<file path="src/rtl/irqlvl_pkg.sv">
package irqlvl_pkg;
  localparam int BYTE_W     = 8;
  localparam int DATA_W     = 2 * BYTE_W;
  localparam int BE_W       = DATA_W / BYTE_W;
  localparam int LANE_INDEX = 1;   // lower byte address, big-endian lane
  localparam int LANE_LEVEL = 0;   // higher byte address
  localparam int WIN_MASK   = 'h3f;
  localparam int MAX_LINES  = 256; // index byte bounds the bank

  typedef logic [BYTE_W-1:0] byte_t;

  typedef struct packed {
    logic  apply;   // in-range write to store
    logic  bad;     // decoded write with out-of-range index
    byte_t idx;
    byte_t lvl;
  } lvl_cmd_t;
endpackage

</file>
<file path="src/rtl/irqlvl_decode.sv">
module irqlvl_decode
  import irqlvl_pkg::*;
#(
  parameter int NUM_LINES = 4,
  parameter int ADDR_W    = 12,
  parameter int REG_OFS   = 8
) (
  input  logic              valid_i,
  input  logic [ADDR_W-1:0] addr_i,
  input  logic [BE_W-1:0]   be_i,
  input  logic [DATA_W-1:0] data_i,
  output lvl_cmd_t          cmd_o
);
  localparam logic [ADDR_W-1:0] MASK = ADDR_W'(WIN_MASK);
  localparam logic [ADDR_W-1:0] OFS  = ADDR_W'(REG_OFS);

  logic  hit;
  logic  idx_ok;
  byte_t idx_b;
  byte_t lvl_b;

  always_comb begin
    hit    = valid_i && ((addr_i & MASK) == OFS) && be_i[LANE_INDEX];
    idx_b  = data_i[LANE_INDEX*BYTE_W +: BYTE_W];
    lvl_b  = be_i[LANE_LEVEL] ? data_i[LANE_LEVEL*BYTE_W +: BYTE_W] : '0;
    idx_ok = 32'(idx_b) < 32'(NUM_LINES);
    cmd_o.apply = hit && idx_ok;
    cmd_o.bad   = hit && !idx_ok;
    cmd_o.idx   = idx_b;
    cmd_o.lvl   = lvl_b;
  end
endmodule

</file>
<file path="src/rtl/irqlvl_bank.sv">
module irqlvl_bank
  import irqlvl_pkg::*;
#(
  parameter int NUM_LINES = 4
) (
  input  logic                        clk,
  input  logic                        rst_n,
  input  lvl_cmd_t                    cmd_i,
  output logic [NUM_LINES*BYTE_W-1:0] lvl_flat_o,
  output logic [NUM_LINES-1:0]        line_o
);
  for (genvar i = 0; i < NUM_LINES; i++) begin : g_line
    byte_t lvl_q;
    logic  sel;

    assign sel = cmd_i.apply && (cmd_i.idx == BYTE_W'(i));

    always_ff @(posedge clk or negedge rst_n) begin
      if (!rst_n)   lvl_q <= '0;
      else if (sel) lvl_q <= cmd_i.lvl;
    end

    assign lvl_flat_o[i*BYTE_W +: BYTE_W] = lvl_q;
    assign line_o[i] = |lvl_q;
  end
endmodule

</file>
<file path="src/rtl/irqlvl_rdmux.sv">
module irqlvl_rdmux
  import irqlvl_pkg::*;
#(
  parameter int NUM_LINES = 4
) (
  input  logic [NUM_LINES*BYTE_W-1:0] lvl_flat_i,
  input  byte_t                       sel_i,
  output byte_t                       lvl_o
);
  always_comb begin
    lvl_o = '0;
    for (int i = 0; i < NUM_LINES; i++) begin
      if (sel_i == BYTE_W'(i)) lvl_o = lvl_flat_i[i*BYTE_W +: BYTE_W];
    end
  end
endmodule

</file>
<file path="src/rtl/irqlvl_top.sv">
module irqlvl_top
  import irqlvl_pkg::*;
#(
  parameter int NUM_LINES = 4,
  parameter int ADDR_W    = 12,
  parameter int REG_OFS   = 8
) (
  input  logic                 clk,
  input  logic                 rst_n,
  input  logic                 wr_valid,
  output logic                 wr_ready,
  input  logic [ADDR_W-1:0]    wr_addr,
  input  logic [1:0]           wr_be,
  input  logic [15:0]          wr_data,
  input  logic [7:0]           rd_idx,
  output logic [7:0]           rd_level,
  output logic [NUM_LINES-1:0] irq_lines,
  output logic                 err_pulse
);
  if (NUM_LINES < 1 || NUM_LINES > MAX_LINES) begin : g_bad_cfg
    $error("irqlvl_top: NUM_LINES out of range");
  end

  lvl_cmd_t                    cmd;
  logic [NUM_LINES*BYTE_W-1:0] lvl_flat;
  logic                        err_q;

  assign wr_ready = 1'b1;

  irqlvl_decode #(
    .NUM_LINES(NUM_LINES),
    .ADDR_W   (ADDR_W),
    .REG_OFS  (REG_OFS)
  ) u_decode (
    .valid_i(wr_valid),
    .addr_i (wr_addr),
    .be_i   (wr_be),
    .data_i (wr_data),
    .cmd_o  (cmd)
  );

  irqlvl_bank #(.NUM_LINES(NUM_LINES)) u_bank (
    .clk       (clk),
    .rst_n     (rst_n),
    .cmd_i     (cmd),
    .lvl_flat_o(lvl_flat),
    .line_o    (irq_lines)
  );

  irqlvl_rdmux #(.NUM_LINES(NUM_LINES)) u_rdmux (
    .lvl_flat_i(lvl_flat),
    .sel_i     (rd_idx),
    .lvl_o     (rd_level)
  );

  always_ff @(posedge clk or negedge rst_n) begin
    if (!rst_n) err_q <= 1'b0;
    else        err_q <= cmd.bad;
  end

  assign err_pulse = err_q;
endmodule

</file>
<file path="config.mk">
export PLATFORM = sky130hd
export DESIGN_NAME = irqlvl_top
export DESIGN_NICKNAME = d
export VERILOG_FILES = /design/src/rtl/irqlvl_pkg.sv /design/src/rtl/irqlvl_decode.sv /design/src/rtl/irqlvl_bank.sv /design/src/rtl/irqlvl_rdmux.sv /design/src/rtl/irqlvl_top.sv
export SDC_FILE = /design/constraint.sdc
export NUM_CORES = 1
export LEC_CHECK = 0
export BUFFER_PORTS_ARGS = -buffer_cell sky130_fd_sc_hd__clkbuf_2
export CAP_MARGIN = 30
export CELL_PAD_IN_SITES_DETAIL_PLACEMENT = 0
export CELL_PAD_IN_SITES_GLOBAL_PLACEMENT = 1
export CORE_ASPECT_RATIO = 0.75
export CORE_MARGIN = 1.5
export CORE_UTILIZATION = 40
export DETAILED_ROUTE_END_ITERATION = 6
export GPL_TIMING_DRIVEN = 0
export PLACE_DENSITY = 0.77
export SYNTH_ARGS = -nofsm -noshare
export SYNTH_HDL_FRONTEND = slang
export SYNTH_HIERARCHICAL = 1
export SYNTH_SLANG_ARGS = --single-unit
export TNS_END_PERCENT = 20
</file>
<file path="constraint.sdc">
create_clock -name clk -period 1.1 [get_ports clk]
set_input_delay 0.055 -clock clk [delete_from_list [all_inputs] [get_ports clk]]
set_output_delay 0.055 -clock clk [all_outputs]
set_load 0.05 [all_outputs]
</file>
==> flow_summary.toml, run 1 <==
[sta]
worstMarginPinSlew_ns = 0.895
fmax_mhz = 535
tns_ns = -27.35
slew_viol_final = 0
postLayoutSetupSlackWorst_ns = -0.771
post-route-period-util = 1.70
rsz0062_at_grt = "true"
finalHoldViolCount = 0
fin_skew_ns = 0
setup_violations = 44
post-route-min-period_ns = 1.87
max_slew_margin = 0.398

[min_path]
hold_depth = 3
hold_class = "in -> reg"

[floorplan]
fp.coreArea_um2 = 4180
die_area_um2 = 4900
die_h_um = 61
initial_core_util = 0.429
die_x_um = 80.3
fp-row-count = 20
io_pins = 55

[setup_path]
startpoint = "wr_data[14]"
worst_r2r_path_depth = 1
end_kind = "flop"
cp_max_fo = 8
crit_end = "u_bank/g_line[2].lvl_q[5]$_DFFE_PN0P_"
worst-setup-path-type = "in -> reg"
r2r-start = "u_bank/g_line[0].lvl_q[1]$_DFFE_PN0P_"
r2r_slack_ns = 0.28
critPathRequiredTime_ns = 1.26
start_kind = "primary input"
arrival_ns = 2.03
worstReg2RegEnd = "u_bank/g_line[0].lvl_q[1]$_DFFE_PN0P_"

[grt]
antenna_found_initial = 0
use_met1 = 0.248
use_met3 = 0.0556
busiest_layer = "met2"
track_usage = 0.195
grt_pass1_wl_um = 6750
grt_max_degree = 34
grt-ovfl-total = 0
met2_usage = 0.322
grt_pass1_vias = 1340

[clock_tree]
cts.path.max_buffers = 2
clk_pin_slew_ns = 0.06
clock-sinks = 33
cts_max_level = 2
cts_buffers = 5
clkLatencyLatePin_ns = 0.28
root_buffer = "clkbuf_8"
cts_tree = "built"

[placement]
placed_area_um2 = 2080
dp_cells = 229
portBuffers = 43
routabilityCongestion = 0.860
dpl.hpwl_um = 3090
dp_slack_ns = -1.17

[final_layout]
n_antenna_cell = 0
fin_nets = 227
fin_area_um2 = 2460
drive_gt1_frac = 0.683
fillCellCount = 332
fin_cells = 241
syn_to_final_growth_pct = 37.4

[logic_synthesis]
syn_nets = 172
synth.avg_cell_area_um2 = 13.7
synth_warnings = 6
syn_inst = 131
synth-seq-cells = 33
ys_seq_area_frac = 0.460
synth.distinct_cells = 24
syn_area_um2 = 1790

[power_and_ir_drop]
power.leakage_uw = 0.00123
pwr-share-comb = 0.094
p_per_area_nw_per_um2 = 943
irDropWorstVdd_mv = 0.488
clkPwrFrac = 0.384
p_int_uw = 1810
switching_share = 0.221
power.switching_uw = 513
p_seq_frac = 0.522

[drt]
wl_per_cell_um = 17.9
first_iter_violations = 93
ant_nets = 0
first_pass_iters = 4
totalWireLength_um = 4320
drc = 0
via_per_inst = 5.47
via_count = 1318

[status]
run_status = "finished with violations"
failed_checks = "setup timing"

[flow_run]
maxCapViolations = 0
## worst min-delay path by stage
stage | from | end | slack [ns]
after global routing | wr_data[11] | err_pulse$_DFF_PN0_ | 0.09
final | wr_data[11] | err_pulse$_DFF_PN0_ | 0.07
after global placement | rst_n | u_bank/g_line[0].lvl_q[5]$_DFFE_PN0P_ | 0.16
after CTS | wr_data[11] | err_pulse$_DFF_PN0_ | 0.06
after floorplan | rst_n | err_pulse$_DFF_PN0_ | -0.24
after detailed placement | rst_n | u_bank/g_line[0].lvl_q[5]$_DFFE_PN0P_ | 0.18
## cells in the final DEF, fill, tap and decap left out, drive strengths merged, types with 2 or more instances in the layout
cell type and count:
nor4 12, and3 8, mux4 8, buf 24
clkbuf 42, mux2 32, nor2 2, and2 8
nand2 4, dfrtp 33
## metrics by stage
step / total power, uW / utilization / hold WS [ns]
after detailed placement: 1440 / 0.498 / 0.179
final: 2320 / 0.590 / 0.0688
after CTS: 2350 / 0.577 / 0.0645
after floorplan: 1340 / - / -0.241
after global placement: 1430 / 0.498 / 0.160
after global routing: 2430 / 0.590 / 0.0864
## synthesized netlist by cell type
cell type  number  share of area
nor4_2          2          0.014
conb_1          1         0.0021
dfrtp_1        33           0.46
nor3_1          1         0.0028
buf_4           9          0.038
or4_1           1         0.0042
nand3_2         1         0.0056
buf_6           2          0.013
or4b_1          1         0.0056
nand4_2         1         0.0070
or4bb_1         1         0.0063
mux2_2         32           0.20
nor4b_4         1          0.013
clkbuf_2        1         0.0028
nor4_1         10          0.035
and3b_2         1         0.0056
nand4b_2        1         0.0084
mux4_2          8           0.10
nand2_1         4         0.0084
and2_1          8          0.028
and3_1          8          0.028
nor2_1          2         0.0042
or2_2           1         0.0035
a211oi_1        1         0.0042
## routing by layer
| layer | share of wire | up-vias |
|---|---|---|
| li1 | - | 603 |
| met1 | 0.43 | 668 |
| met2 | 0.50 | 40 |
| met3 | 0.059 | 7 |
| met4 | 0.012 | 0 |
| met5 | 0 | - |
## power groups by stage
stage          Clock (uW)  Combinational (uW)  Sequential, uW
5_1_grt               979                 239            1210
2_1_floorplan           0                99.0            1240
4_1_cts               922                 214            1210
6_report              892                 218            1210
3_3_place_gp            0                 193            1240
3_5_place_dp            0                 200            1240
## registers in the layout, summed over array words and instances, names as in the netlist
| signal | flops |
|---|---|
| err_pulse | 1 |
| u_bank/g_line.lvl_q | 32 |
## logic make-up (layout without fill, tap and decap cells)
kind of cell,count (synthesis),count (layout),share of synthesized area
simple gates,44,44,0.179
mux,40,40,0.301
flops,33,33,0.460
buf+inv,12,67,0.0530
other cells,1,1,0.00209
compound gates,1,1,0.00419
## worst max-delay path, cell delays in order
cell	delay, ns
clkbuf_2	0.10
or4_4	0.52
nor4_4	0.26
nor4b_4	0.22
buf_4	0.17
buf_12	0.11
nand4b_4	0.21
mux2_4	0.38
## final cells by class
class | count | area [um2] | share of cell area
plain buffers | 12 | 98.8 | 0.0401
clock buffers | 7 | 86.3 | 0.0350
multi-input cells | 86 | 1010 | 0.409
flip-flops and latches | 33 | 826 | 0.335
well taps | 55 | 68.8 | 0.0279
repair buffers | 48 | 377 | 0.153
## repair_timing
action / CTS / global route
resized for setup: 40 / 17
endpoints found under the hold margin: 33 / 0
buffers inserted: 3 / 1
setup endpoints to repair: 44 / 44
hold buffers: 1 / 0
pin swaps: 3 / 0
No activity file was read; power rests on OpenSTA's default activity.
==> run 2, diff against run 1 <==
CORE_ASPECT_RATIO = 1.4   (was 0.75)
CORE_MARGIN = unset   (was 1.5)
clock period = 2.08 ns   (was 1.1 ns; I/O delays follow)
==> run 2 against run 1 <==
The run now ends clean. Power decreased by 44%. Sequential share of layout area rose by 4.1 points. Clock skew stayed put. Wire length down 9.5%. Global-route usage shrank 1.3 points. Worst hold slack improved by 0.046 ns. Final cell count up 0.41%. Non-clock buffer count is 4 lower.
==> flow_summary.toml, run 2 (synthesis results as in run 1) <==
[clock_tree]
cts_buffers = 5
postCtsSetupBuffers = 0
clk_pin_slew_ns = 0.06
cts_tree = "built"
cts_max_level = 2
root_buffer = "clkbuf_8"
cts_resized = 0
cts.path.max_buffers = 2
clock-sinks = 33
clkLatencyLatePin_ns = 0.28

[power_and_ir_drop]
power.total_uw = 1310
p_per_area_nw_per_um2 = 597
power.leakage_uw = 0.00117
irDropWorstVdd_mv = 0.358

[placement]
routabilityCongestion = 0.771
portBuffers = 43
dpl.hpwl_um = 3110

[floorplan]
io_pins = 55
die_h_um = 81.2
fp.coreArea_um2 = 4270
die_x_um = 58.6
initial_core_util = 0.420
fp-row-count = 28
die_area_um2 = 4760

[drt]
wl_per_cell_um = 16.2
ant_nets = 0
via_count = 1271
first_iter_violations = 11
drc = 0
via_per_inst = 5.25
totalWireLength_um = 3910
first_pass_iters = 4

[setup_path]
arrival_ns = 2.10
critPathRequiredTime_ns = 2.24
end_kind = "flop"
path_buf_inv = 2
start_kind = "primary input"
cpPeakStageDelay_ns = 0.54
slowest_stage = "or4_1"
cp_cell_sequence = "clkbuf_2 -> or4_1 -> nor4_2 -> nor4b_4 -> and3b_2 -> buf_6 -> mux2_2"
worst-setup-path-type = "in -> reg"
cp_max_fo = 8
crit_family = "simple AND/OR/NAND/NOR gates"

[sta]
post-route-period-util = 0.932
worstMarginPinSlew_ns = 0.812
fin_skew_ns = 0
max_slew_margin = 0.459
tns_ns = 0
finalHoldViolCount = 0
post-route-min-period_ns = 1.94
fmax_mhz = 516
rsz0062_at_grt = "true"
setup_violations = 0
slew_viol_final = 0

[final_layout]
top_register = "u_bank/g_line.lvl_q"
n_antenna_cell = 0
fin_nets = 223
register_area_um2 = 826
drive_gt1_frac = 0.604
multi_input_area_um2 = 873
final_common_cell = "clkbuf_2"
layout_common_cells = "44 x clkbuf_2, 33 x dfrtp_1, 32 x mux2_2, 10 x nor4_1, 9 x buf_4"
syn_to_final_growth_pct = 22.5
largest_register_ffs = 32
fillCellCount = 408

[min_path]
hold_class = "in -> reg"

[grt]
track_usage = 0.182
grt_max_degree = 34
antenna_found_initial = 0
grt_pass1_vias = 1354
grt_pass1_wl_um = 6330
grt-ovfl-total = 0

[flow_run]
maxCapViolations = 0

[status]
run_status = "completed"
[run 2: power breakdown]
| part | internal, uW | switching [uW] | total [uW] |
|---|---|---|---|
| Sequential | 642 | 0.0253 | 642 |
| Combinational | 49.2 | 54.6 | 104 |
| Clock | 348 | 220 | 567 |
[run 2: metrics by stage]
step / instance area, um2 / util / hold WS [ns] / cells / setup WS, ns
6_report: 2200 / 0.514 / 0.115 / 242 / 0.141
5_1_grt: 2200 / 0.514 / 0.110 / 242 / -0.0201
4_1_cts: 2200 / 0.514 / 0.110 / 242 / 0.124
3_5_place_dp: 2080 / 0.488 / 0.231 / 234 / -0.178
3_3_place_gp: 2080 / 0.488 / 0.210 / 234 / -0.140
2_1_floorplan: 1790 / - / -0.192 / 131 / 0.0837
[run 2: area by class of cell]
class	count	area share
Multi-Input combinational cell	86	0.397
Sequential cell	33	0.376
Timing Repair Buffer	44	0.102
Clock inverter	2	0.0159
Buffer	12	0.0433
Tap cell	60	0.0341
Clock buffer	5	0.0313
[run 2: what timing repair did]
item	CTS	global route
endpoints found under the hold margin	33	0
endpoints found under the setup margin	0	9
hold buffers	1	0
[run 2: per-layer routing]
metal,vias to the layer above,track usage,part of all wire
li1,595,-,-
met1,613,0.196,0.41
met2,54,0.323,0.51
met3,9,0.0525,0.059
met4,0,0.0857,0.023
met5,-,0,0
[run 2: worst paths after layout]
path | end | start | depth (start not counted) | slack, ns
max | u_bank/g_line[0].lvl_q[0]$_DFFE_PN0P_ | wr_data[15] | 7 | 0.14
min | err_pulse$_DFF_PN0_ | wr_addr[2] | 3 | 0.12
max reg2reg | u_bank/g_line[3].lvl_q[5]$_DFFE_PN0P_ | u_bank/g_line[3].lvl_q[5]$_DFFE_PN0P_ | 1 | 1.29
min reg2reg | u_bank/g_line[3].lvl_q[4]$_DFFE_PN0P_ | u_bank/g_line[3].lvl_q[4]$_DFFE_PN0P_ | 1 | 0.54
max in group asynchronous | u_bank/g_line[2].lvl_q[2]$_DFFE_PN0P_ | rst_n | 2 | 1.12
min in group asynchronous | u_bank/g_line[2].lvl_q[6]$_DFFE_PN0P_ | rst_n | 2 | 0.45
==> run 3, diff against run 2 <==
ABC_AREA = 1   (was unset)
CORE_UTILIZATION = 37   (was 40)
PLACE_DENSITY = 0.78   (was 0.77)
==> run 3 against run 2 <==
Utilization down 4.8 points. Clock power down 15%. Synthesized cell count up 120%. Critical path depth down 4. Largest cell class unchanged.
==> flow_summary.toml, run 3 <==
[status]
run_status = "completed"

[clock_tree]
root_buffer = "clkbuf_8"
cts_max_level = 2
clkLatencyLatePin_ns = 0.27
cts.path.max_buffers = 2
postCtsSetupBuffers = 0
clock-sinks = 33
clk_pin_slew_ns = 0.06
cts_buffers = 5
cts_resized = 0
cts_tree = "built"

[placement]
dp_slack_ns = 0.624
portBuffers = 44
dp_cells = 396
routabilityCongestion = 0.829
dpl.hpwl_um = 4170

[sta]
slew_viol_final = 0
post-route-period-util = 0.723
fin_skew_ns = 0
setup_violations = 0
post-route-min-period_ns = 1.50
postLayoutSetupSlackWorst_ns = 0.577
finalHoldViolCount = 0
worstMarginPinSlew_ns = 0.840
tns_ns = 0
rsz0062_at_grt = "false"
max_slew_margin = 0.440
fmax_mhz = 665

[logic_synthesis]
synth_warnings = 6
ys_seq_area_frac = 0.405
synth_top_cell_by_area = "dfrtp_1"
synth-seq-cells = 33
synth_top_area_share = 0.405
yosys_most_used_dff = "dfrtp_1"
syn_nets = 327
synth.distinct_cells = 19
async_flop_share = 1.00
synth.avg_cell_area_um2 = 7.14
synth_commonest_cells = "111 x nand2_1, 49 x nand3_1, 33 x dfrtp_1, 25 x inv_1, 14 x nor2_1"
synthMostInstantiatedCell = "nand2_1"
synth_edf_count = 0
syn_area_um2 = 2040
syn_inst = 286
synthTopCellsByArea = "dfrtp_1 40%, nand2_1 20%, nand3_1 12%"

[power_and_ir_drop]
p_per_area_nw_per_um2 = 512
power.total_uw = 1250
power.leakage_uw = 0.00142
irDropWorstVdd_mv = 0.258

[final_layout]
top_register = "u_bank/g_line.lvl_q"
fin_nets = 379
layout_common_cells = "111 x nand2_1, 49 x nand3_1, 44 x clkbuf_2, 33 x dfrtp_1, 25 x inv_1"
syn_to_final_growth_pct = 19.6
largest_register_ffs = 32
fin_cells = 404
drive_gt1_frac = 0.254
n_antenna_cell = 0
fillCellCount = 585
final_common_cell = "nand2_1"

[drt]
via_count = 1949
drc = 0
totalWireLength_um = 5270
first_iter_violations = 72
wl_per_cell_um = 13.0
via_per_inst = 4.82
ant_nets = 0
first_pass_iters = 4

[setup_path]
end_kind = "output pin"
start_kind = "flop"
worst-setup-path-type = "reg -> out"
r2r-start = "u_bank/g_line[1].lvl_q[5]$_DFFE_PN0P_"
cp_max_fo = 3
critPathRequiredTime_ns = 1.98
arrival_ns = 1.40
startpoint = "u_bank/g_line[3].lvl_q[5]$_DFFE_PN0P_"

[flow_run]
maxCapViolations = 0

[min_path]
hold_class = "in -> reg"
worstHoldStart = "wr_valid"

[floorplan]
io_pins = 55
fp.coreArea_um2 = 5240
die_area_um2 = 5820
initial_core_util = 0.390
die_x_um = 64.8
die_h_um = 89.9
fp-row-count = 31

[grt]
grt_pass1_wl_um = 8670
grt-ovfl-total = 0
grt_max_degree = 34
track_usage = 0.195
antenna_found_initial = 0
grt_pass1_vias = 1876
==> run 3: final cells by class <==
type                    count  area (um2)  area share
clock buffers               7        86.3      0.0354
well taps                  66        82.6      0.0338
multi-input cells         210         997       0.409
plain buffers              15         113      0.0462
repair buffers             45         230      0.0944
flip-flops and latches     33         826       0.338
inverters                  28         105      0.0431
==> run 3: layer usage <==
layer | track usage | wire length, um | vias to the layer above
li1 | - | - | 1018
met1 | 0.230 | 2190 | 878
met2 | 0.353 | 2810 | 47
met3 | 0.0279 | 185 | 6
met4 | 0.0593 | 82 | 0
met5 | 0 | 0 | -
==> run 3: final timing paths <==
path | endpoint | slack, ns | cells after the start
max reg2reg | u_bank/g_line[1].lvl_q[5]$_DFFE_PN0P_ | 1.43 | 2
max in group asynchronous | u_bank/g_line[1].lvl_q[4]$_DFFE_PN0P_ | 1.09 | 2
min | err_pulse$_DFF_PN0_ | 0.13 | 5
min in group asynchronous | u_bank/g_line[2].lvl_q[3]$_DFFE_PN0P_ | 0.46 | 2
max | irq_lines[3] | 0.58 | 3
min reg2reg | u_bank/g_line[0].lvl_q[2]$_DFFE_PN0P_ | 0.50 | 2
==> run 3: kinds of logic after synthesis <==
logic type / count (synthesis) / synth area share
AO/OA/AOI/OAI: 1 / 0.00429
flip-flops: 33 / 0.405
other: 1 / 0.00184
buffers and inverters: 43 / 0.107
AND/OR/NAND/NOR: 208 / 0.483
==> run 3: where the power goes <==
group	internal, uW	switching [uW]	total [uW]
Combinational	48.8	77.9	127
Clock	262	218	480
Sequential	642	0.0178	642
==> run 3: critical path, cell delays in order, from the launching register on <==
cell and delay (ns):
dfrtp_1 0.40, nor4_1 0.38, nand2_1 0.10, clkbuf_2 0.25
==> run 3: per-stage QoR <==
step	cell area, um2	hold slack [ns]	util
detailed placement	2340	0.246	0.448
finish	2440	0.134	0.466
global placement	2340	0.241	0.448
floorplan	2040	-0.192	-
CTS	2440	0.137	0.466
global route	2440	0.159	0.466
==> run 3: timing repair <==
item                       in CTS  in global routing
hold buffers                    1                  0
hold endpoints to repair       33                  0
setup endpoints to repair       0                  0
